===== src/rtl/sync_pulse_pkg.sv =====
package sync_pulse_pkg;

   // Result of one divider evaluation
   typedef struct packed {
      logic fire;        // this marker ends a period
      logic by_restart;  // the period was cut by restart
   } tick_t;

   localparam int unsigned MAX_DIV_W = 16;

endpackage


===== src/rtl/sps_sync.sv =====
module sps_sync #(
   parameter int unsigned STAGES = 2
) (
   input  logic clk,
   input  logic rst_n,
   input  logic din,
   output logic dout
);
   logic [STAGES-1:0] chain;

   generate
      for (genvar i = 0; i < STAGES; i++) begin : g_stage
         if (i == 0) begin : g_first
            always_ff @(posedge clk) begin
               if (!rst_n) chain[0] <= 1'b0;
               else        chain[0] <= din;
            end
         end else begin : g_next
            always_ff @(posedge clk) begin
               if (!rst_n) chain[i] <= 1'b0;
               else        chain[i] <= chain[i-1];
            end
         end
      end
   endgenerate

   assign dout = chain[STAGES-1];
endmodule


===== src/rtl/sps_divider.sv =====
module sps_divider
   import sync_pulse_pkg::*;
#(
   parameter int unsigned DIV_W = 8
) (
   input  logic             clk,
   input  logic             rst_n,
   input  logic             mark,
   input  logic             restart,
   input  logic [DIV_W-1:0] div_in,
   output tick_t            tick
);
   localparam logic [DIV_W-1:0] ONE = DIV_W'(1);

   logic [DIV_W-1:0] rem;
   logic [DIV_W-1:0] n_cur;
   logic [DIV_W-1:0] n_eff;
   logic             at_end;

   always_comb begin
      n_eff           = (div_in == '0) ? ONE : div_in;
      at_end          = (rem == '0);
      tick.fire       = mark && (at_end || restart);
      tick.by_restart = mark && restart && !at_end;
   end

   always_ff @(posedge clk) begin
      if (!rst_n) begin
         rem   <= '0;
         n_cur <= ONE;
      end else if (tick.fire) begin
         rem   <= n_eff - ONE;
         n_cur <= n_eff;
      end else if (mark) begin
         rem   <= rem - ONE;
      end
   end

   // the remaining count never reaches the latched divisor
   a_r3_rem_below_n: assert property (@(posedge clk) disable iff (!rst_n)
      rem < n_cur);

   // the count only moves on a marker
   a_r6_count_on_mark: assert property (@(posedge clk) disable iff (!rst_n)
      !mark |=> $stable(rem) && $stable(n_cur));
endmodule


===== src/rtl/sps_emit.sv =====
module sps_emit #(
   parameter bit OUT_REG = 1'b1
) (
   input  logic clk,
   input  logic rst_n,
   input  logic fire,
   output logic pulse
);
   generate
      if (OUT_REG) begin : g_reg
         logic q;
         always_ff @(posedge clk) begin
            if (!rst_n) q <= 1'b0;
            else        q <= fire;
         end
         assign pulse = q;
      end else begin : g_comb
         assign pulse = fire && rst_n;
      end
   endgenerate
endmodule


===== src/rtl/sync_pulse_gen.sv =====
module sync_pulse_gen
   import sync_pulse_pkg::*;
#(
   parameter int unsigned DIV_W       = 8,
   parameter int unsigned SYNC_STAGES = 2,
   parameter bit          OUT_REG     = 1'b1
) (
   input  logic             clk,
   input  logic             rst_n,
   input  logic             ref_mark,
   input  logic [DIV_W-1:0] div_n,
   input  logic             restart_req,
   output logic             sync_pulse
);
   generate
      if (DIV_W < 1 || DIV_W > MAX_DIV_W) begin : g_bad_width
         $error("sync_pulse_gen: DIV_W out of range");
      end
      if (SYNC_STAGES < 2) begin : g_bad_sync
         $error("sync_pulse_gen: SYNC_STAGES must be at least 2");
      end
   endgenerate

   logic  restart_s;
   tick_t tick;

   sps_sync #(.STAGES(SYNC_STAGES)) u_sync (
      .clk  (clk),
      .rst_n(rst_n),
      .din  (restart_req),
      .dout (restart_s)
   );

   sps_divider #(.DIV_W(DIV_W)) u_div (
      .clk    (clk),
      .rst_n  (rst_n),
      .mark   (ref_mark),
      .restart(restart_s),
      .div_in (div_n),
      .tick   (tick)
   );

   sps_emit #(.OUT_REG(OUT_REG)) u_emit (
      .clk  (clk),
      .rst_n(rst_n),
      .fire (tick.fire),
      .pulse(sync_pulse)
   );

   generate
      if (OUT_REG) begin : g_chk
         // single-cycle pulse
         a_r1_one_cycle: assert property (@(posedge clk) disable iff (!rst_n)
            sync_pulse |=> !sync_pulse);
         // a pulse always follows a marker cycle
         a_r2_after_mark: assert property (@(posedge clk) disable iff (!rst_n)
            $rose(sync_pulse) |-> $past(ref_mark));
         // a marker during synchronized restart fires
         a_r7_restart_fires: assert property (@(posedge clk) disable iff (!rst_n)
            (restart_s && ref_mark) |=> sync_pulse);
      end
   endgenerate
endmodule


===== config.mk =====
export PLATFORM = sky130hd
export DESIGN_NAME = sync_pulse_gen
export DESIGN_NICKNAME = d
export VERILOG_FILES = /design/src/rtl/sync_pulse_pkg.sv /design/src/rtl/sps_sync.sv /design/src/rtl/sps_divider.sv /design/src/rtl/sps_emit.sv /design/src/rtl/sync_pulse_gen.sv
export SDC_FILE = /design/constraint.sdc
export NUM_CORES = 1
export LEC_CHECK = 0
export BUFFER_PORTS_ARGS = -buffer_cell sky130_fd_sc_hd__buf_2
export CAP_MARGIN = 20
export CELL_PAD_IN_SITES_DETAIL_PLACEMENT = 0
export CELL_PAD_IN_SITES_GLOBAL_PLACEMENT = 1
export CORE_ASPECT_RATIO = 0.7
export CORE_MARGIN = 4
export CORE_UTILIZATION = 40
export CTS_CLUSTER_SIZE = 10
export DETAILED_ROUTE_END_ITERATION = 8
export GPL_TIMING_DRIVEN = 0
export PLACE_DENSITY = 0.72
export SYNTH_ARGS = -nofsm -noshare
export SYNTH_HDL_FRONTEND = slang
export SYNTH_HIERARCHICAL = 1
export SYNTH_SLANG_ARGS = --single-unit

===== constraint.sdc =====
create_clock -name clk -period 4 [get_ports clk]
set_input_delay 0.4 -clock clk [delete_from_list [all_inputs] [get_ports clk]]
set_output_delay 0.4 -clock clk [all_outputs]
set_load 0.005 [all_outputs]

# == After elaboration in Yosys (flattened, before gate mapping) ==
# Cells that the tools add are included.
# W data, S select, Z words.
# word_totals
reg_bits,11
inputBits,12
output_inout_bits,1
wordCells,14
# classes
n_addsub,2
mux,3
reduce_logical,5
# op_table
cell,count
$mux W8,3
$logic_not A8 Y1,2
$sub A8 B1 Y8 const B,2
$reduce_bool A2 Y1,1
$logic_and A1 B1 Y1,1
$logic_or A1 B1 Y1,1

# == Depth between registers and ports, before layout ==
# Gate-level depths: netlist of the first run.
# logic_depth
depth_word,4
mapped_depth,12
mapped_depth_nobuf,11

# == Hierarchy ==
# The synthesis of the first run kept the hierarchy.
# modules_own_cells
mod,instances,cells_per_inst,area_per_inst_um2,seq_area_each_um2
sps_divider,1,87,732.0,160.2
sps_sync,1,4,52.6,40.0
sps_emit,1,2,26.3,20.0

# == Worst setup path after synthesis of the first run ==
# No wires, ideal clock.
# synth_timing
path_kind,register -> register
from,register u_div.rem[5]
to,register u_div.rem[6]
setup_time_ns,0.124
t_arrival_ns,2.895
t_required_ns,3.876
path_slack_ns,0.980
path_stages_with_launch,13
n_path_buf,1
synth_period_minus_slack_ns,3.020
path_cell_list,dfxtp_1 > nor4_2 > and3_1 > buf_6 > o21ai_1 > mux2i_1 > ha_1 > nand2b_1 > a311o_1 > a221oi_2 > nand3_2 > mux2i_1 > a2111o_1
# synth_between
elab_chain_cells,4
elab_cells_between_ends,7
classes_between,add/sub: 1; mux: 2; reduce/logical: 4
# synth_rtl
item,line,source
from (decl),sps_divider.sv:15,logic [DIV_W-1:0] rem;
from (signal assigned),sps_divider.sv:32,rem <= n_eff - ONE;
from (signal assigned),sps_divider.sv:35,rem <= rem - ONE;
branches (longest 4 deep; another with $sub A8 B1 Y8),n/a,
# Several ways; the timed one is not identified. The select of a mux whose other input is x is not followed.
# A chain may end at the register's enable or synchronous reset.

# == Worst setup path after layout of the first run ==
# Ends and elaborated chain as after synthesis.

==> results of run 1 <==
[power by group through the flow]
stage                     Clock, mW  Sequential, mW  Combinational, mW
after CTS                    0.0785           0.153              0.244
after detailed placement          0           0.155              0.242
after global routing         0.0841           0.156              0.268
after global placement            0           0.156              0.244
final                        0.0747           0.154              0.244
after floorplan                   0           0.148              0.202
[critical path, delay by kind of cell (launching register included)]
| family | cells | cell delay [ns] |
|---|---|---|
| multiplexers | 2 | 0.38 |
| AND/OR/NAND/NOR | 4 | 0.91 |
| AO/OA/AOI/OAI | 4 | 1.20 |
| buffers and inverters | 1 | 0.13 |
| flip-flops | 1 | 0.35 |
| adder cells (fa/ha/maj) | 1 | 0.26 |
[cell usage in the layout (no fill, tap or decap), types with 3 or more instances in the layout]
master,instances
clkbuf_4,3
clkbuf_1,3
a21o_1,3
dfxtp_1,11
o21ai_1,3
and2_1,4
nor2_1,3
o21ai_0,3
mux2i_1,8
and3_1,3
nand3b_1,3
buf_2,14
inv_1,4
nand2_1,6
[cell type report]
| type | instances | area share |
|---|---|---|
| buffer | 5 | 0.0313 |
| inverter | 4 | 0.0163 |
| multi-input combinational | 72 | 0.590 |
| sequential | 11 | 0.239 |
| timing repair buffer | 12 | 0.0652 |
| tap | 22 | 0.0299 |
| clock buffer | 4 | 0.0285 |
[registers in the layout, summed over array words and instances, names as in the netlist]
| name | count |
|---|---|
| u_div/rem | 8 |
| u_emit/pulse | 1 |
| u_sync/chain | 1 |
| u_sync/dout | 1 |
[worst paths after layout]
check | to | startpoint | cells after the start | slack (ns)
setup / recovery | u_div/rem[6]$_SDFFE_PN0P_ | u_div/rem[5]$_SDFFE_PN0P_ | 12 | 0.66
hold / removal | u_sync/chain[0]$_SDFF_PN0_ | restart_req | 2 | 0.33
setup reg to reg | u_div/rem[6]$_SDFFE_PN0P_ | u_div/rem[5]$_SDFFE_PN0P_ | 12 | 0.66
hold reg to reg | u_sync/dout$_SDFF_PN0_ | u_sync/chain[0]$_SDFF_PN0_ | 1 | 0.43
[metrics by stage]
step	area, um^2	utilization	power [mW]	hold slack [ns]	setup slack [ns]
final	921	0.488	0.473	0.329	0.656
after global routing	921	0.488	0.509	0.332	0.422
after CTS	921	0.488	0.475	0.321	0.650
after detailed placement	895	0.474	0.397	0.421	0.648
after global placement	895	0.474	0.400	0.415	0.665
after floorplan	807	-	0.351	0.412	0.985
[layer usage]
metal | up-vias | GRT usage
li1 | 379 | -
met1 | 330 | 0.228
met2 | 18 | 0.198
met3 | 5 | 0.0255
met4 | 0 | 0.0890
met5 | - | 0
==> summary.md, run 1 <==
| Metric | Value |
|---|---|
| CP Data Arrival Time | `3.49 ns` |
| NumNets Final | `122` |
| Crit path required time | `4.15 ns` |
| Worst-path clk slew | `0.06 ns` |
| Crit start category | `register` |
| Net Sw Power | `182 uW` |
| Clk pwr share | `0.158` |
| Class of the most critical setup path | `reg -> reg` |
| Fmax | `299 MHz` |
| Global route total overflow | `0` |
| Reg power frac | `0.325` |
| Die ar. | `2810 um^2` |
| Proportion of layout cells with a drive suffix above 1 | `0.222` |
| Fillers | `193` |
| CP max stage cell | `nor4_2` |
| Synth warn | `6` |
| Final hold viol count | `0` |
| Post-CTS Repair Setup Buffers | `0` |
| Final setup viols | `0` |
| Via/cell ratio | `5.63` |
| Vias | `732` |
| CTS Buf Count | `3` |
| Area Overhead vs Synth | `14.1%` |
| Antenna-violating nets left | `0` |
| Final Skew | `0.00305 ns` |
| Netlist Area Pre-Place | `807 um^2` |
| Min Tclk post-route | `3.34 ns` |
| Placement Rows | `13` |
| Hold-fix buffers, CTS | `0` |
| HP Class | `in -> reg` |
| CP max stage delay | `0.43 ns` |
| Die Height | `45.6 um` |
| Fin cells | `130` |
| PwrDens | `513 nW/um^2` |
| Antenna cells | `0` |
| Post-DP HPWL | `1400 um` |
| Combinational share of power | `0.517` |
| Maximum Capacitance Violations | `0` |
| Worst skew pair latency | `0.27 ns` |
| Fin crit share | `0.836` |
| Slew HR | `0.739` |
| Sequential Area | `220 um^2` |
| Net count after synthesis | `105` |
| Drt first pass iters | `4` |
| DRC violations left | `0` |
| Peak VDD IR | `0.000298 V` |
| Element type at the critical path end | `register` |
| CP Cell Sequence | `nor4_2, and3_1, buf_6, o21ai_1, mux2i_1, ha_1, nand2b_1, a311o_1, a221oi_2, nand3_2, mux2i_1, a2111o_1` |
| Clock buffer depth | `2` |
| Wire per inst | `14.0 um` |
| Post-synthesis cell count | `92` |
| # placed instances | `126` |
| Final Wtd Congestion | `0.825` |
| Multi-input combinational cell area | `543 um^2` |
| H-Tree Depth | `1` |
| Largest net degree at the start of global routing | `11` |
| Met2 WL | `711 um` |
| IO buf count | `12` |
| Worst-margin pin slew | `0.386 ns` |
| CTS sink cnt | `11` |
| Leak pwr | `0.445 nW` |
| Max Transition Viols Final | `0` |
| Initial Util | `0.428` |
| Post-cts resize count | `0` |
| CTS tree | `yes` |
| CP dominant cell by count | `mux2i_1` |
| Setup TNS | `0 ns` |
| Chip width | `61.7 um` |
| Initial antenna violation count | `0` |
| Crit-path max FO | `6` |
| Pint | `291 uW` |
| Wire length on met1 | `977 um` |
| Root Driver | `clkbuf_4` |
| Total Wirelength | `1820 um` |
| First-pass GRT wire length | `3040 um` |
| # IOs | `13` |
| Max Used Layer | `met4` |
| Wire length on met3 | `93 um` |
| Vias in the first global route | `650` |
| RSZ-0062 raised after global routing | `no` |
| Outcome | `complete, no violations` |
| Number of DRC markers in iteration 0 | `27` |
| GRT Util Overall | `0.152` |
| Switch share | `0.385` |
| Syn avg cell area | `8.77 um^2` |
| Core ar. | `1890 um^2` |
(Power assumes the default switching activity.)
==> run 2: changes to the inputs <==
- CORE_UTILIZATION: 40 -> 36
- PLACE_DENSITY: 0.72 -> 0.68
- clock period: 4 -> 2.8 ns (I/O delays scaled with it)
==> run 2 against run 1 <==
The run now ends with setup timing left. Worst setup slack worse by 0.82 ns. Non-clock buffer count is 10 higher. Clock power grew 41%. Combinational power rose by 89%. Via count increased by 7.2%. Critical path depth unchanged. Clock-buffer cell count did not move. Worst hold slack lost 0.12 ns. Sequential share of layout area down 1.8 points. Sequential power up 49%. Largest cell class unchanged.
==> summary.md, run 2 (synthesized netlist as in run 1, its figures left out) <==
| Metric | Value |
|---|---|
| Outcome | `complete, but fails checks` |
| Failing checks | `setup timing` |
| Leak pwr | `0.498 nW (+12%)` |
| IO buf count | `12 (unchanged)` |
| Min Hold Slack | `0.209 ns (-0.119 ns)` |
| Worst setup path startpoint | `u_div/rem[5]$_SDFFE_PN0P_` |
| CTS Buf Count | `3 (unchanged)` |
| NumNets Final | `132 (+8.2%)` |
| RR Startpoint | `u_div/rem[5]$_SDFFE_PN0P_` |
| Wire per inst | `13.8 um (-1.5%)` |
| Core ar. | `2140 um^2 (+13%)` |
| Vias in the first global route | `678 (+4.3%)` |
| Drt first pass iters | `4 (unchanged)` |
| Final hold viol count | `0 (unchanged)` |
| Fillers | `217 (+12%)` |
| DRC violations left | `0 (unchanged)` |
| Initial antenna violation count | `0 (unchanged)` |
| Crit-path max FO | `3 (-3)` |
| Fin crit share | `1.06 (+0.222)` |
| Element type at the critical path end | `register` |
| # placed instances | `136 (+7.9%)` |
| Most common cell after layout, fill and taps aside | `buf_2` |
| Crit path setup slack, layout | `-0.161 ns (-0.818 ns)` |
| Final setup viols | `1 (+1)` |
| PwrDens | `756 nW/um^2 (+47%)` |
| Min Tclk post-route | `2.96 ns (-0.382 ns)` |
| Largest net degree at the start of global routing | `11 (unchanged)` |
| Chip width | `64.6 um (+4.7%)` |
| Root Driver | `clkbuf_4` |
| Fmax | `338 MHz (+13%)` |
| Tot Pwr | `796 uW (+68%)` |
| Placement Rows | `14 (+1)` |
| Die Height | `47.6 um (+4.5%)` |
| HP Class | `in -> reg` |
| Final Wtd Congestion | `0.752 (-8.8%)` |
| Die ar. | `3080 um^2 (+9.4%)` |
| Max Transition Viols Final | `0 (unchanged)` |
| Antenna cells | `0 (unchanged)` |
| Worst-margin pin slew | `0.511 ns (+0.125 ns)` |
| Reg with most FFs | `u_div/rem` |
| Vias | `785 (+7.2%)` |
| Via/cell ratio | `5.23 (-7.1%)` |
| Post-DP HPWL | `1540 um (+9.7%)` |
| Critical Path Sink | `u_div/rem[6]$_SDFFE_PN0P_` |
| Post-Place Setup Slack | `-0.316 ns (-0.964 ns)` |
| Maximum Capacitance Violations | `0 (unchanged)` |
| Final instance area | `1050 um^2 (+14%)` |
| Crit path required time | `2.95 ns (-1.20 ns)` |
| Worst skew pair latency | `0.26 ns (about the same)` |
| Peak VDD IR | `0.000332 V (+12%)` |
| Number of DRC markers in iteration 0 | `59 (+120%)` |
| Worst-path clk slew | `0.07 ns (about the same)` |
| CTS sink cnt | `11 (unchanged)` |
| Setup TNS | `-0.161 ns (-0.161 ns)` |
| Number of flip-flops under the largest register name | `8 (unchanged)` |
| Post-placement cell area | `932 um^2 (+4.2%)` |
| CTS tree | `yes` |
| Flop2flop setup slack | `-0.16 ns (-0.82 ns)` |
| Initial Util | `0.378 (-0.0501)` |
| Total Wirelength | `2070 um (+14%)` |
| CP Data Arrival Time | `3.11 ns (-0.38 ns)` |
| Crit start category | `register` |
| Clock buffer depth | `2 (unchanged)` |
| Fin cells | `150 (+15%)` |
| Critical R2R Capture | `u_div/rem[6]$_SDFFE_PN0P_` |
| Slew HR | `0.655 (-0.0843)` |
| Global route total overflow | `0 (unchanged)` |
| Proportion of layout cells with a drive suffix above 1 | `0.373 (+0.151)` |
| Class of the most critical setup path | `reg -> reg` |
| First-pass GRT wire length | `3220 um (+5.7%)` |
| R2r worst-path depth | `12 (unchanged)` |
| Final Skew | `0.00381 ns (+0.000758 ns)` |
| Fin util | `0.492 (+0.00433)` |
| # IOs | `13 (unchanged)` |
| RSZ-0062 raised after global routing | `yes` |
| H-Tree Depth | `1 (unchanged)` |
| Most frequent cells in the layout | `buf_2, buf_4, mux2i_1, nand2_1, dfxtp_1` |
| Area Overhead vs Synth | `30.4%` |
| GRT Util Overall | `0.143 (-0.00900)` |
| Antenna-violating nets left | `0 (unchanged)` |
## run 2: cell count changes in the layout (fill, tap and decap cells not counted), moves of 2 or more
cell     delta
buf_4      +10
dfxtp_1     -6
dfxtp_2     +4
dfxtp_4     +2
## run 2: critical path: stages (launching register included)
cell and delay, ns:
dfxtp_4 0.35, nor4_4 0.27, and3_1 0.21, buf_6 0.11, o21ai_4 0.06, mux2i_2 0.22
ha_2 0.24, nand2b_1 0.08, a311o_1 0.31, a221oi_2 0.30, nand3_2 0.13, mux2i_1 0.15
a2111o_1 0.40
## run 2: repair_timing
item                       4_1_cts  5_1_grt
setup buffers                    5        6
pin swaps                        5        2
resized for setup                1        7
setup endpoints to repair        1        2
hold buffers                     0        0
## run 2: power by group
part	switching (mW)	internal, mW	leakage (nW)
clock network	0.0501	0.0551	0.0150
logic	0.210	0.251	0.389
registers	0.0361	0.194	0.0934
## run 2: how the worst min path moves through the flow
stage | from | end | cells past startpoint
6_report | restart_req | u_sync/chain[0]$_SDFF_PN0_ | 2
5_1_grt | restart_req | u_sync/chain[0]$_SDFF_PN0_ | 2
4_1_cts | restart_req | u_sync/chain[0]$_SDFF_PN0_ | 2
3_5_place_dp | u_sync/chain[0]$_SDFF_PN0_ | u_sync/dout$_SDFF_PN0_ | 1
3_3_place_gp | u_sync/chain[0]$_SDFF_PN0_ | u_sync/dout$_SDFF_PN0_ | 1
2_1_floorplan | restart_req | u_sync/chain[0]$_SDFF_PN0_ | 1
## run 2: cell type report
cell class	count	area, um^2	share of cell area
inverters	4	15.0	0.0143
repair buffers	22	135	0.128
flip-flops and latches	11	233	0.221
well taps	32	40.0	0.0380
clock buffers	4	26.3	0.0250
plain buffers	5	28.8	0.0273
multi-input cells	72	574	0.546
## run 2: routing by layer
metal  track usage  up-vias  part of all wire
li1              -      394                 -
met1         0.202      368              0.56
met2         0.205       21              0.38
met3        0.0329        2             0.058
met4        0.0756        0            0.0058
met5             0        -                 0
==> run 3: changes to the inputs <==
- CORE_UTILIZATION: 36 -> 35
- SYNTH_HIERARCHICAL: 1 -> default
==> run 3 against run 2 <==
Worst setup slack gained 0.32 ns. Largest cell class unchanged. Synthesized area decreased by 9.9%. Synthesized cell count decreased by 6.5%. Sequential cell count stayed put. The run now ends clean. Utilization rose by 0.50 points.
==> summary.md, run 3 <==
| Metric | Value |
|---|---|
| Async SR Flop Fraction | `0` |
| Class of the most critical setup path | `reg -> reg` |
| Yosys reg bits | `11` |
| Top FF cell, synth | `dfxtp_1` |
| Fmax | `378 MHz (+12%)` |
| Crit path required time | `2.96 ns (about the same)` |
| Min Tclk post-route | `2.64 ns (-0.316 ns)` |
| Synth area leaders | `dfxtp_1, o21ai_0, nand2_1, xor2_1, a21oi_1` |
| Worst skew pair latency | `0.28 ns (+0.02 ns)` |
| Via/cell ratio | `5.71 (+9.2%)` |
| Final hold viol count | `0 (unchanged)` |
| Worst-margin pin slew | `0.440 ns (-0.0710 ns)` |
| Top cell type's share of synthesized area | `0.303` |
| Largest net degree at the start of global routing | `11 (unchanged)` |
| Worst Path Buf+Inv | `0 (-1)` |
| Core ar. | `1920 um^2 (-10%)` |
| CP max stage cell | `or4b_1` |
| Sequential cell area fraction in the yosys report | `0.303` |
| Netlist Area Pre-Place | `727 um^2 (-9.9%)` |
| First-pass GRT wire length | `3260 um (+1.3%)` |
| CTS tree | `yes` |
| Setup TNS | `0 ns (+0.161 ns)` |
| Wire per inst | `15.4 um (+12%)` |
| Most frequent cells in the layout | `buf_2, o21ai_0, nand2_1, dfxtp_1` |
| H-Tree Depth | `1 (unchanged)` |
| Antenna-violating nets left | `0 (unchanged)` |
| Grt met3 use | `0.0610 (+0.0281)` |
| Chip width | `62.5 um (-3.3%)` |
| CTS Buf Count | `3 (unchanged)` |
| CP max stage delay | `0.55 ns (+0.15 ns)` |
| Proportion of layout cells with a drive suffix above 1 | `0.411 (+0.0383)` |
| Element type at the critical path end | `register` |
| Kind of cell adding the most delay to the critical path | `simple AND/OR/NAND/NOR gates` |
| CP Data Arrival Time | `2.80 ns (-0.31 ns)` |
| Fin cells | `129 (-14%)` |
| Area Overhead vs Synth | `31.3%` |
| Met1 usage | `0.194 (-0.00751)` |
| # placed instances | `120 (-12%)` |
| Max Transition Viols Final | `0 (unchanged)` |
| Post-synth top area cell | `dfxtp_1` |
| Final Skew | `0.00195 ns (-0.00185 ns)` |
| CP Cell Sequence | `nor3_4, a31o_4, nand2_4, a21oi_2, ha_2, nand2b_4, a311oi_2, o221ai_2, or4b_1, xor2_1, a21oi_1` |
| Post-DP HPWL | `1420 um (-7.3%)` |
| Vias | `737 (-6.1%)` |
| GRT Util Overall | `0.151 (+0.00812)` |
| Leak pwr | `0.386 nW (-22%)` |
| Post-synthesis cell count | `86 (-6.5%)` |
| Crit path setup slack, layout | `0.155 ns (+0.316 ns)` |
| R2r worst-path depth | `11 (-1)` |
| Hold-fix buffers, CTS | `0 (unchanged)` |
| RR Startpoint | `u_div.rem[6]$_SDFFE_PN0P_` |
| Maximum Capacitance Violations | `0 (unchanged)` |
| Hold Path End | `u_sync.chain[0]$_SDFF_PN0_` |
| Fin crit share | `0.945 (-0.113)` |
| Drt first pass iters | `4 (unchanged)` |
| Placement Rows | `13 (-1)` |
| Syn avg cell area | `8.45 um^2 (-3.6%)` |
| EDFF count, synth | `0` |
| Clock buffer depth | `2 (unchanged)` |
| Number of DRC markers in iteration 0 | `33 (-44%)` |
| Total Wirelength | `1990 um (-3.9%)` |
| Worst setup path startpoint | `u_div.rem[6]$_SDFFE_PN0P_` |
| Die ar. | `2880 um^2 (-6.3%)` |
| IO buf count | `12 (unchanged)` |
| # IOs | `13 (unchanged)` |
| Global route total overflow | `0 (unchanged)` |
| Net count after synthesis | `99 (-5.7%)` |
| Most common cell after layout, fill and taps aside | `buf_2` |
| Fillers | `191 (-12%)` |
| Reg with most FFs | `u_div.rem` |
| Synth warn | `0 (-6)` |
| Synth cell types | `37` |
| Post-synth top cells | `dfxtp_1, o21ai_0, nand2_1, a21oi_1, nor2_1` |
| Slew HR | `0.707 (+0.0518)` |
| Hold path depth | `2 (unchanged)` |
| Final setup viols | `0 (-1)` |
| Initial Util | `0.379 (+0.00111)` |
| Crit start category | `register` |
| Flop2flop setup slack | `0.16 ns (+0.32 ns)` |
| Hold Crit Start | `restart_req` |
| Crit-path max FO | `4 (+1)` |
| Worst-path clk slew | `0.08 ns (about the same)` |
| Peak VDD IR | `0.000328 V (-1.2%)` |
| Post-Place Setup Slack | `-0.165 ns (+0.151 ns)` |
| CTS sink cnt | `11 (unchanged)` |
| Antenna cells | `0 (unchanged)` |
| Vias in the first global route | `704 (+3.8%)` |
| NumNets Final | `121 (-8.3%)` |
| Most used routing layer | `met2` |
| RSZ-0062 raised after global routing | `no` |
| Number of flip-flops under the largest register name | `8 (unchanged)` |
| PwrDens | `636 nW/um^2 (-16%)` |
| DRC violations left | `0 (unchanged)` |
| HP Class | `in -> reg` |
| Critical R2R Capture | `u_div.rem[6]$_SDFFE_PN0P_` |
| Root Driver | `clkbuf_4` |
| Met2 GRT Util | `0.237 (+0.0324)` |
| Final Wtd Congestion | `0.778 (+3.3%)` |
| Die Height | `46.1 um (-3.1%)` |
| Outcome | `complete, no violations` |
| Initial antenna violation count | `0 (unchanged)` |
run 3: cell types whose count changed in the layout (fill, tap and decap cells not counted), sizes merged, moves of 2 or more:
| cell | before | now |
|---|---|---|
| a21oi | 2 | 5 |
| nor2 | 3 | 5 |
| o21ai | 6 | 11 |
| mux2i | 8 | 2 |
| and2 | 4 | 2 |
| a21o | 3 | 0 |
| nor2b | 2 | 0 |
| o21a | 0 | 2 |
| nand3 | 3 | 1 |
| or2 | 0 | 2 |
| xor2 | 1 | 3 |
| nand3b | 3 | 0 |
| nor3 | 2 | 5 |
| buf | 25 | 17 |
run 3: layout make-up:
class | count | area [um^2] | area share
buffer | 3 | 21.3 | 0.0223
sequential | 11 | 226 | 0.237
timing repair buffer | 17 | 97.6 | 0.102
clock inverter | 1 | 5.00 | 0.00524
clock buffer | 3 | 22.5 | 0.0236
tap | 22 | 27.5 | 0.0288
inverter | 3 | 11.3 | 0.0118
multi-input combinational | 69 | 543 | 0.569
run 3: logic make-up (layout without fill, tap and decap cells):
group / after synthesis / count (layout) / synth area share
XOR/XNOR: 4 / 4 / 0.0482
AO/OA/AOI/OAI: 32 / 32 / 0.329
multiplexers: 2 / 2 / 0.0275
adder cells (fa/ha/maj): 1 / 1 / 0.0172
buffers and inverters: 6 / 27 / 0.0447
flip-flops: 11 / 11 / 0.303
AND/OR/NAND/NOR: 30 / 30 / 0.231
run 3: report_power, final:
group | switching, mW | internal, mW
clock network | 0.0638 | 0.0531
logic | 0.143 | 0.141
registers | 0.0268 | 0.180
total | 0.233 | 0.374
run 3: timing repair:
action / CTS / global route
buffers inserted: 1 / 4
hold endpoints to repair: 0 / 0
resized for setup: 5 / 13
setup endpoints to repair: 1 / 1
pin swaps: 1 / 9
run 3: per-layer routing:
metal	part of all wire	wire, um
met2	0.42	830
met5	0	0
met4	0.0050	10
met3	0.093	185
met1	0.48	964
run 3: worst max-delay path by stage:
| stage | to | depth (start not counted) |
|---|---|---|
| floorplan | u_div.rem[6]$_SDFFE_PN0P_ | 11 |
| global placement | u_div.rem[6]$_SDFFE_PN0P_ | 11 |
| detailed placement | u_div.rem[6]$_SDFFE_PN0P_ | 11 |
| CTS | u_div.rem[6]$_SDFFE_PN0P_ | 11 |
| global route | u_div.rem[6]$_SDFFE_PN0P_ | 11 |
| finish | u_div.rem[6]$_SDFFE_PN0P_ | 11 |
run 3: metrics by stage:
stage	hold WS (ns)	util	power, mW	instance area, um^2
6_report	0.192	0.497	0.607	955
5_1_grt	0.185	0.497	0.645	955
4_1_cts	0.186	0.459	0.553	881
3_5_place_dp	0.425	0.424	0.412	815
3_3_place_gp	0.418	0.424	0.414	815
2_1_floorplan	0.402	-	0.361	727
